### config.mk
export PLATFORM = sky130hd
export DESIGN_NAME = irq_cause_unit
export DESIGN_NICKNAME = d
export VERILOG_FILES = /design/src/rtl/irqc_pkg.sv /design/src/rtl/irqc_edge_detect.sv /design/src/rtl/irqc_cause_bank.sv /design/src/rtl/irqc_regport.sv /design/src/rtl/irq_cause_unit.sv
export SDC_FILE = /design/constraint.sdc
export NUM_CORES = 1
export LEC_CHECK = 0
export BUFFER_PORTS_ARGS = -buffer_cell sky130_fd_sc_hd__buf_2
export CAP_MARGIN = 20
export CORE_MARGIN = 5
export CORE_UTILIZATION = 50
export DETAILED_ROUTE_END_ITERATION = 10
export GPL_ROUTABILITY_DRIVEN = 1
export GPL_TIMING_DRIVEN = 0
export PLACE_DENSITY = 0.73
export SYNTH_ARGS = -nofsm -noshare
export SYNTH_HDL_FRONTEND = slang
export SYNTH_SLANG_ARGS = --single-unit
### constraint.sdc
create_clock -name clk_i -period 2.82 [get_ports clk_i]
set_input_delay 0.423 -clock clk_i [delete_from_list [all_inputs] [get_ports clk_i]]
set_output_delay 0.423 -clock clk_i [all_outputs]
set_load 0.005 [all_outputs]
### src/rtl/irqc_pkg.sv
package irqc_pkg;
  localparam int unsigned NUM_SRC = 12;
  localparam int unsigned ADDR_W  = 2;

  typedef enum logic [ADDR_W-1:0] {
    SEL_STATUS = 2'd0,
    SEL_CAUSE  = 2'd1,
    SEL_MASK   = 2'd2,
    SEL_RSVD   = 2'd3
  } reg_sel_e;

  // status bit positions (software decodes these)
  localparam int unsigned B_XFER_DONE = 0;
  localparam int unsigned B_XFER_RDY  = 1;
  localparam int unsigned B_RXQ_RDY   = 2;
  localparam int unsigned B_TXQ_RDY   = 3;
  localparam int unsigned B_RXQ_EMPTY = 4;
  localparam int unsigned B_RXQ_FULL  = 5;
  localparam int unsigned B_TXQ_EMPTY = 6;
  localparam int unsigned B_TXQ_FULL  = 7;
  localparam int unsigned B_RXQ_UNDER = 8;
  localparam int unsigned B_RXQ_OVER  = 9;
  localparam int unsigned B_TXQ_UNDER = 10;
  localparam int unsigned B_TXQ_OVER  = 11;
endpackage

### src/rtl/irqc_edge_detect.sv
module irqc_edge_detect #(
  parameter int unsigned W = 12
) (
  input  logic         clk_i,
  input  logic         rst_ni,
  input  logic [W-1:0] flags_i,
  output logic [W-1:0] status_o,
  output logic [W-1:0] rise_o
);
  logic [W-1:0] stat_q, prev_q;

  always_ff @(posedge clk_i or negedge rst_ni) begin
    if (!rst_ni) begin
      stat_q <= '0;
      prev_q <= '0;
    end else begin
      stat_q <= flags_i;
      prev_q <= stat_q;
    end
  end

  assign status_o = stat_q;
  assign rise_o   = stat_q & ~prev_q;

  // status tracks inputs one cycle late
  a_r2_status_lag: assert property (@(posedge clk_i) disable iff (!rst_ni)
    $past(rst_ni) |-> (status_o == $past(flags_i)))
    else $error("a_r2_status_lag");

  // a rise is only reported after the bit was low
  a_r3_rise_from_low: assert property (@(posedge clk_i) disable iff (!rst_ni)
    $past(rst_ni) |-> ((rise_o & $past(status_o)) == '0))
    else $error("a_r3_rise_from_low");
endmodule

### src/rtl/irqc_cause_bank.sv
module irqc_cause_bank #(
  parameter int unsigned W = 12
) (
  input  logic         clk_i,
  input  logic         rst_ni,
  input  logic [W-1:0] rise_i,
  input  logic [W-1:0] clr_i,
  output logic [W-1:0] cause_o
);
  for (genvar g = 0; g < W; g++) begin : g_cell
    logic bit_q;
    always_ff @(posedge clk_i or negedge rst_ni) begin
      if (!rst_ni)        bit_q <= 1'b0;
      else if (rise_i[g]) bit_q <= 1'b1;   // set beats clear
      else if (clr_i[g])  bit_q <= 1'b0;
    end
    assign cause_o[g] = bit_q;
  end

  // every rise latches
  a_r3_rise_sets: assert property (@(posedge clk_i) disable iff (!rst_ni)
    (rise_i != '0) |=> ((cause_o & $past(rise_i)) == $past(rise_i)))
    else $error("a_r3_rise_sets");

  // no cause appears without a rise
  a_r3_no_spurious: assert property (@(posedge clk_i) disable iff (!rst_ni)
    $past(rst_ni) |-> ((cause_o & ~$past(cause_o) & ~$past(rise_i)) == '0))
    else $error("a_r3_no_spurious");

  // clear without a concurrent rise empties the bit
  a_r4_clear: assert property (@(posedge clk_i) disable iff (!rst_ni)
    ((clr_i & ~rise_i) != '0) |=> ((cause_o & $past(clr_i & ~rise_i)) == '0))
    else $error("a_r4_clear");

  // set wins on collision
  a_r5_set_wins: assert property (@(posedge clk_i) disable iff (!rst_ni)
    ((clr_i & rise_i) != '0) |=> ((cause_o & $past(clr_i & rise_i)) == $past(clr_i & rise_i)))
    else $error("a_r5_set_wins");
endmodule

### src/rtl/irqc_regport.sv
module irqc_regport
  import irqc_pkg::*;
#(
  parameter int unsigned W = 12
) (
  input  logic              clk_i,
  input  logic              rst_ni,
  input  logic              req_i,
  input  logic              we_i,
  input  logic [ADDR_W-1:0] addr_i,
  input  logic [W-1:0]      wdata_i,
  input  logic [W-1:0]      status_i,
  input  logic [W-1:0]      cause_i,
  output logic [W-1:0]      mask_o,
  output logic [W-1:0]      clr_o,
  output logic [W-1:0]      rdata_o,
  output logic              rvalid_o
);
  reg_sel_e     sel;
  logic         wr, rd;
  logic [W-1:0] mask_q, rdata_q, rd_mux;
  logic         rvalid_q;

  assign sel = reg_sel_e'(addr_i);
  assign wr  = req_i &  we_i;
  assign rd  = req_i & ~we_i;

  assign clr_o = (wr && sel == SEL_CAUSE) ? wdata_i : '0;

  always_comb begin
    unique case (sel)
      SEL_STATUS: rd_mux = status_i;
      SEL_CAUSE:  rd_mux = cause_i;
      SEL_MASK:   rd_mux = mask_q;
      default:    rd_mux = '0;
    endcase
  end

  always_ff @(posedge clk_i or negedge rst_ni) begin
    if (!rst_ni) begin
      mask_q   <= '0;
      rdata_q  <= '0;
      rvalid_q <= 1'b0;
    end else begin
      if (wr && sel == SEL_MASK) mask_q <= wdata_i;
      rvalid_q <= rd;
      if (rd) rdata_q <= rd_mux;
    end
  end

  assign mask_o   = mask_q;
  assign rdata_o  = rdata_q;
  assign rvalid_o = rvalid_q;

  // read answered next cycle, writes answered never
  a_r9_rvalid: assert property (@(posedge clk_i) disable iff (!rst_ni)
    $past(rst_ni) |-> (rvalid_o == ($past(req_i) && !$past(we_i))))
    else $error("a_r9_rvalid");

  // mask only moves on a mask write
  a_r6_mask_hold: assert property (@(posedge clk_i) disable iff (!rst_ni)
    !(req_i && we_i && addr_i == SEL_MASK) |=> $stable(mask_o))
    else $error("a_r6_mask_hold");
endmodule

### src/rtl/irq_cause_unit.sv
module irq_cause_unit
  import irqc_pkg::*;
(
  input  logic               clk_i,
  input  logic               rst_ni,
  input  logic [NUM_SRC-1:0] flags_i,
  input  logic               req_i,
  input  logic               we_i,
  input  logic [ADDR_W-1:0]  addr_i,
  input  logic [NUM_SRC-1:0] wdata_i,
  output logic [NUM_SRC-1:0] rdata_o,
  output logic               rvalid_o,
  output logic               irq_o
);
  logic [NUM_SRC-1:0] status, rise, cause, mask, clr;
  logic               irq_q;

  irqc_edge_detect #(.W(NUM_SRC)) u_edge (
    .clk_i    (clk_i),
    .rst_ni   (rst_ni),
    .flags_i  (flags_i),
    .status_o (status),
    .rise_o   (rise)
  );

  irqc_cause_bank #(.W(NUM_SRC)) u_cause (
    .clk_i   (clk_i),
    .rst_ni  (rst_ni),
    .rise_i  (rise),
    .clr_i   (clr),
    .cause_o (cause)
  );

  irqc_regport #(.W(NUM_SRC)) u_regs (
    .clk_i    (clk_i),
    .rst_ni   (rst_ni),
    .req_i    (req_i),
    .we_i     (we_i),
    .addr_i   (addr_i),
    .wdata_i  (wdata_i),
    .status_i (status),
    .cause_i  (cause),
    .mask_o   (mask),
    .clr_o    (clr),
    .rdata_o  (rdata_o),
    .rvalid_o (rvalid_o)
  );

  always_ff @(posedge clk_i or negedge rst_ni) begin
    if (!rst_ni) irq_q <= 1'b0;
    else         irq_q <= |(cause & mask);
  end
  assign irq_o = irq_q;

  // line follows enabled causes by one cycle
  a_r7_irq_follow: assert property (@(posedge clk_i) disable iff (!rst_ni)
    $past(rst_ni) |-> (irq_o == ($past(cause & mask) != '0)))
    else $error("a_r7_irq_follow");

  // zero mask keeps the line low
  a_r6_mask_zero: assert property (@(posedge clk_i) disable iff (!rst_ni)
    (mask == '0) |=> !irq_o)
    else $error("a_r6_mask_zero");
endmodule

After elaboration in Yosys (flattened, before gate mapping). Cells that the tools add are included.

Register bits: 62. Input port bits: 30.

Multiplexer cells: 26. Bitwise operators: 6. Reductions and logical operators: 16. Equal/unequal tests: 2.

Operators by type and width (count): $pmux W12 S3 (1); $and A12 B12 Y12 (2); $mux W1 (24); $reduce_bool A2 Y1 (12); $mux W12 (1); $not A12 Y12 (1); $reduce_or A12 Y1 (1); $and A1 B1 Y1 (2); $eq A2 B1 Y1 const B (1); $eq A2 B2 Y1 const B (1); $logic_and A1 B1 Y1 (2); $logic_not A2 Y1 (1); $not A1 Y1 (1).

Longest topological paths before layout.
Depth in word-level cells: 5. Mapped depth: 5.

Hierarchy. From an unflattened synthesis, not the netlist that was laid out.

Cells, all modules: 214. Area total of the unflattened synthesis: 2725.1 um^2.

Modules (own cells, without submodules): irqc_regport (area an instance 1332.5 um^2, cells an instance 122, instances 1); irqc_edge_detect (area an instance 765.7 um^2, cells an instance 36, instances 1); irqc_cause_bank (area an instance 525.5 um^2, cells an instance 48, instances 1); irq_cause_unit (area an instance 101.3 um^2, cells an instance 8, instances 1).

Least setup slack after synthesis. No wires, ideal clock.

Kind: input to register. Start point: input addr_i[1]. End point: register u_cause.g_cell[0].bit_q. Required time: 2.699 ns. Arrival time: 1.166 ns. Buffers on the path: 2. Setup slack: 1.534 ns. Stages: 5. Cell sequence: buf_6 -> and4b_2 -> buf_6 -> nand2_1 -> a22o_1.

Longest elaborated chain between the ends: 4.

RTL lines: start: declaration (line irq_cause_unit.sv:9) `input logic [ADDR_W-1:0] addr_i,`; $eq A2 B1 Y1 (line irqc_regport.sv:28) `assign clr_o = (wr && sel == SEL_CAUSE) ? wdata_i : '0;`; $logic_and A1 B1 Y1 (line irqc_regport.sv:28); $mux W12 (line irqc_regport.sv:28); $reduce_bool A2 Y1 (no line); end signal: assignment (line irqc_cause_bank.sv:13) `if (!rst_ni) bit_q <= 1'b0;`; end signal: assignment (line irqc_cause_bank.sv:14) `else if (rise_i[g]) bit_q <= 1'b1;`; end signal: assignment (line irqc_cause_bank.sv:15) `else if (clr_i[g]) bit_q <= 1'b0;`; end: declaration (line irqc_cause_bank.sv:11) `logic bit_q;`.

Every way passes these cells. A chain may end at the register's enable or synchronous reset.

Worst setup path in the final report.
Start point: register u_regs.rdata_q[11] (netlist: u_regs.rdata_o[11]). End point: output rdata_o[11].

RTL lines: start: declaration (line irqc_regport.sv:21) `logic [W-1:0] mask_q, rdata_q, rd_mux;`; start signal: assignment (line irqc_regport.sv:47) `if (rd) rdata_q <= rd_mux;`; end: declaration (line irq_cause_unit.sv:11) `output logic [NUM_SRC-1:0] rdata_o,`.

No word-level cell between the ends.

==> run_results.csv <==
group,metric,value,unit
routing,route.met3.wl,221,µm
final_layout,drive_above_1_share,32.49,%
setup_path,cp_slowest_cell,"dfrtp_1",
logic_synthesis,synth-seq-cells,62,
routing,drt_iter0_markers,60,
routing,highest_layer,"met4",
routing,first_pass_iters,4,
final_layout,area_growth,20.17,%
grt,grt_usage,17.00,%
cts,holdBufCountCts,0,
cts,path_clk_slew,70,ps
power_and_ir_drop,ir_drop,0.4854,mV
setup_path,path_buf_inv,1,
grt,grt_pass1_vias,1625,
hold_path,min_path_type,"input pin to asynchronous set/reset pin",
cts,cts_sinks,62,
setup_path,r2r_cells,3,
logic_synthesis,synth_seq_area_share,65.13,%
final_layout,regArea,1551,µm²
logic_synthesis,synth.cell_area,2382,µm²
final_layout,nFillCells,383,
final_layout,multi_input_area,720.7,µm²
cts,postCtsSetupRepairBufs,0,
grt,antenna_found_initial,0,
logic_synthesis,avgSynthCellArea,13.38,µm²
floorplanning,rows,25,
cts,clk_latency,340,ps
setup_path,regToRegStartpoint,"u_cause.g_cell[7].bit_q$_DFFE_PN0P_",
final_layout,layout_commonest_cell,"dfrtp_1",
setup_path,cp_data_arrival_time,870,ps
cts,ctsResizeCount,0,
routing,via_per_inst,5.337,
placement,dpl.hpwl,3.252,mm
setup_path,cp_max_fo,2,
setup_path,cpPeakStageDelay,400,ps
timing,finalCritPeriodShare,45.81,%
power_and_ir_drop,powerDensity,706.5,nW/µm²
cts,clock-root-buffer,"clkbuf_8",
final_layout,nNetsFinal,262,
routing,drc_errors,0,
logic_synthesis,ys_warn_count,0,
cts,cts_max_path_buffers,2,
floorplanning,fp.dieH,79.03,µm
timing,slew_headroom,56.93,%
routing,routedWlPerCell,15.86,µm
logic_synthesis,syn_nets,208,
setup_path,cp-end-kind,"output pin",
routing,wl_met2,2.248,mm
flow_run,cap_violations,0,
routing,route.antenna.remaining_nets,0,
timing,hold_violations,0,
placement,io_buffers,42,
floorplanning,die-area,6245,µm²
grt,grt_overflow_total,0,
power_and_ir_drop,power.leakage,1.385,nW
power_and_ir_drop,p_total,2.023,mW
grt,grt_max_degree,36,
setup_path,reg2reg_to,"irq_o$_DFF_PN0_",
setup_path,cp-start-kind,"flip-flop",
grt,grt_pass1_wl,7.872,mm
setup_path,rrSetupSlack,1620,ps
timing,finalCriticalPeriod,1292,ps
logic_synthesis,syn-instance-count,178,
logic_synthesis,synth.distinct_cells,19,
placement,globalplace.congestion,0.7593,
final_layout,diodes,0,
floorplanning,ios,44,
routing,wirelength,4.614,mm
cts,cts.htree.levels,3,
timing,fmax,0.7741,GHz
outcome,status,"finished clean",
routing,vias,1553,
floorplanning,die_x,79.03,µm
timing,setup-violations-final,0,
routing,wl_met1,2.056,mm
setup_path,cp_top_family,"flip-flops",
cts,cts_tree,"built",
timing,setup_tns,0,ps
setup_path,critical_path_class,"flip-flop to output pin",
timing,skew,7.825,ps
final_layout,layout_common_cells,"dfrtp_1 (62), buf_2 (46), a22o_1 (15)",
floorplanning,initial_core_util,51.11,%
cts,numCtsBuffers,9,
setup_path,required,2400,ps
floorplanning,core,4661,µm²
setup_path,crit_chain,"buf_2",
timing,rsz0062_at_grt,"false",
timing,worst_pin_slew,646.1,ps
timing,final_max_slew_viol_count,0,
-- power by group --
group / total [mW] / switching, mW / internal, mW
Sequential: 1.05 / 0.0622 / 0.985
Combinational: 0.250 / 0.111 / 0.139
Clock: 0.726 / 0.320 / 0.406
-- layer usage --
layer  global-route usage, %  vias to the layer above
li1                        -                      733
met1                   21.67                      781
met2                   25.84                       30
met3                   6.689                        9
met4                   7.216                        0
met5                       0                        -
-- logic make-up after synthesis --
| kind of cell | synth area share, % |
|---|---|
| compound gates | 13.55 |
| mux | 10.71 |
| flops | 65.13 |
| buf+inv | 4.622 |
| simple gates | 5.987 |
-- flip-flops by register name, summed over array words and instances, names as in the netlist --
name	count
u_regs.mask_o	12
irq_o	1
u_edge.status_o	12
u_cause.g_cell.bit_q	12
u_edge.prev_q	12
u_regs.rvalid_o	1
u_regs.rdata_o	12
-- worst max path at each step --
| stage | to | cells after the start | from |
|---|---|---|---|
| detailed placement | u_regs.rdata_o[9]$_DFFE_PN0P_ | 4 | addr_i[0] |
| global route | rdata_o[11] | 1 | u_regs.rdata_o[11]$_DFFE_PN0P_ |
| global placement | u_edge.status_o[4]$_DFF_PN0_ | 1 | rst_ni |
| floorplan | u_cause.g_cell[0].bit_q$_DFFE_PN0P_ | 5 | addr_i[1] |
| CTS | rdata_o[11] | 1 | u_regs.rdata_o[11]$_DFFE_PN0P_ |
| finish | rdata_o[11] | 1 | u_regs.rdata_o[11]$_DFFE_PN0P_ |
-- metrics by stage --
stage          cells  setup slack (ps)  utilization (%)  hold slack (ps)  cell area [µm²]
3_3_place_gp     274              1165            57.07            389.4             2660
2_1_floorplan    178              1534                -            127.4             2382
3_5_place_dp     275              1383            57.50            397.8             2680
5_1_grt          291              1484            61.42            136.2             2863
6_report         291              1528            61.42            103.2             2863
4_1_cts          291              1502            61.42            106.1             2863
-- Yosys cell counts --
library cell,number,share of area [%]
a21oi_1,12,2.5
a221oi_1,3,1.1
a22o_1,15,5.5
a2bb2oi_1,12,4.4
and4b_2,1,0.47
buf_2,4,0.84
buf_4,1,0.32
buf_6,3,1.4
clkbuf_1,1,0.16
dfrtp_1,62,65
inv_1,12,1.9
mux2_1,1,0.47
mux2_2,11,5.2
mux2i_1,12,5.0
nand2_1,12,1.9
nand3_1,1,0.21
nand4b_4,1,1.0
nor2_1,12,1.9
nor2b_1,2,0.53
-- area by class of cell --
cell class,count,share of cell area [%]
well taps,54,2.360
repair buffers,43,8.042
flip-flops and latches,62,54.20
clock inverters,4,1.661
inverters,12,1.573
clock buffers,12,4.720
plain buffers,9,2.273
multi-input cells,95,25.17
(Power assumes the default switching activity.)
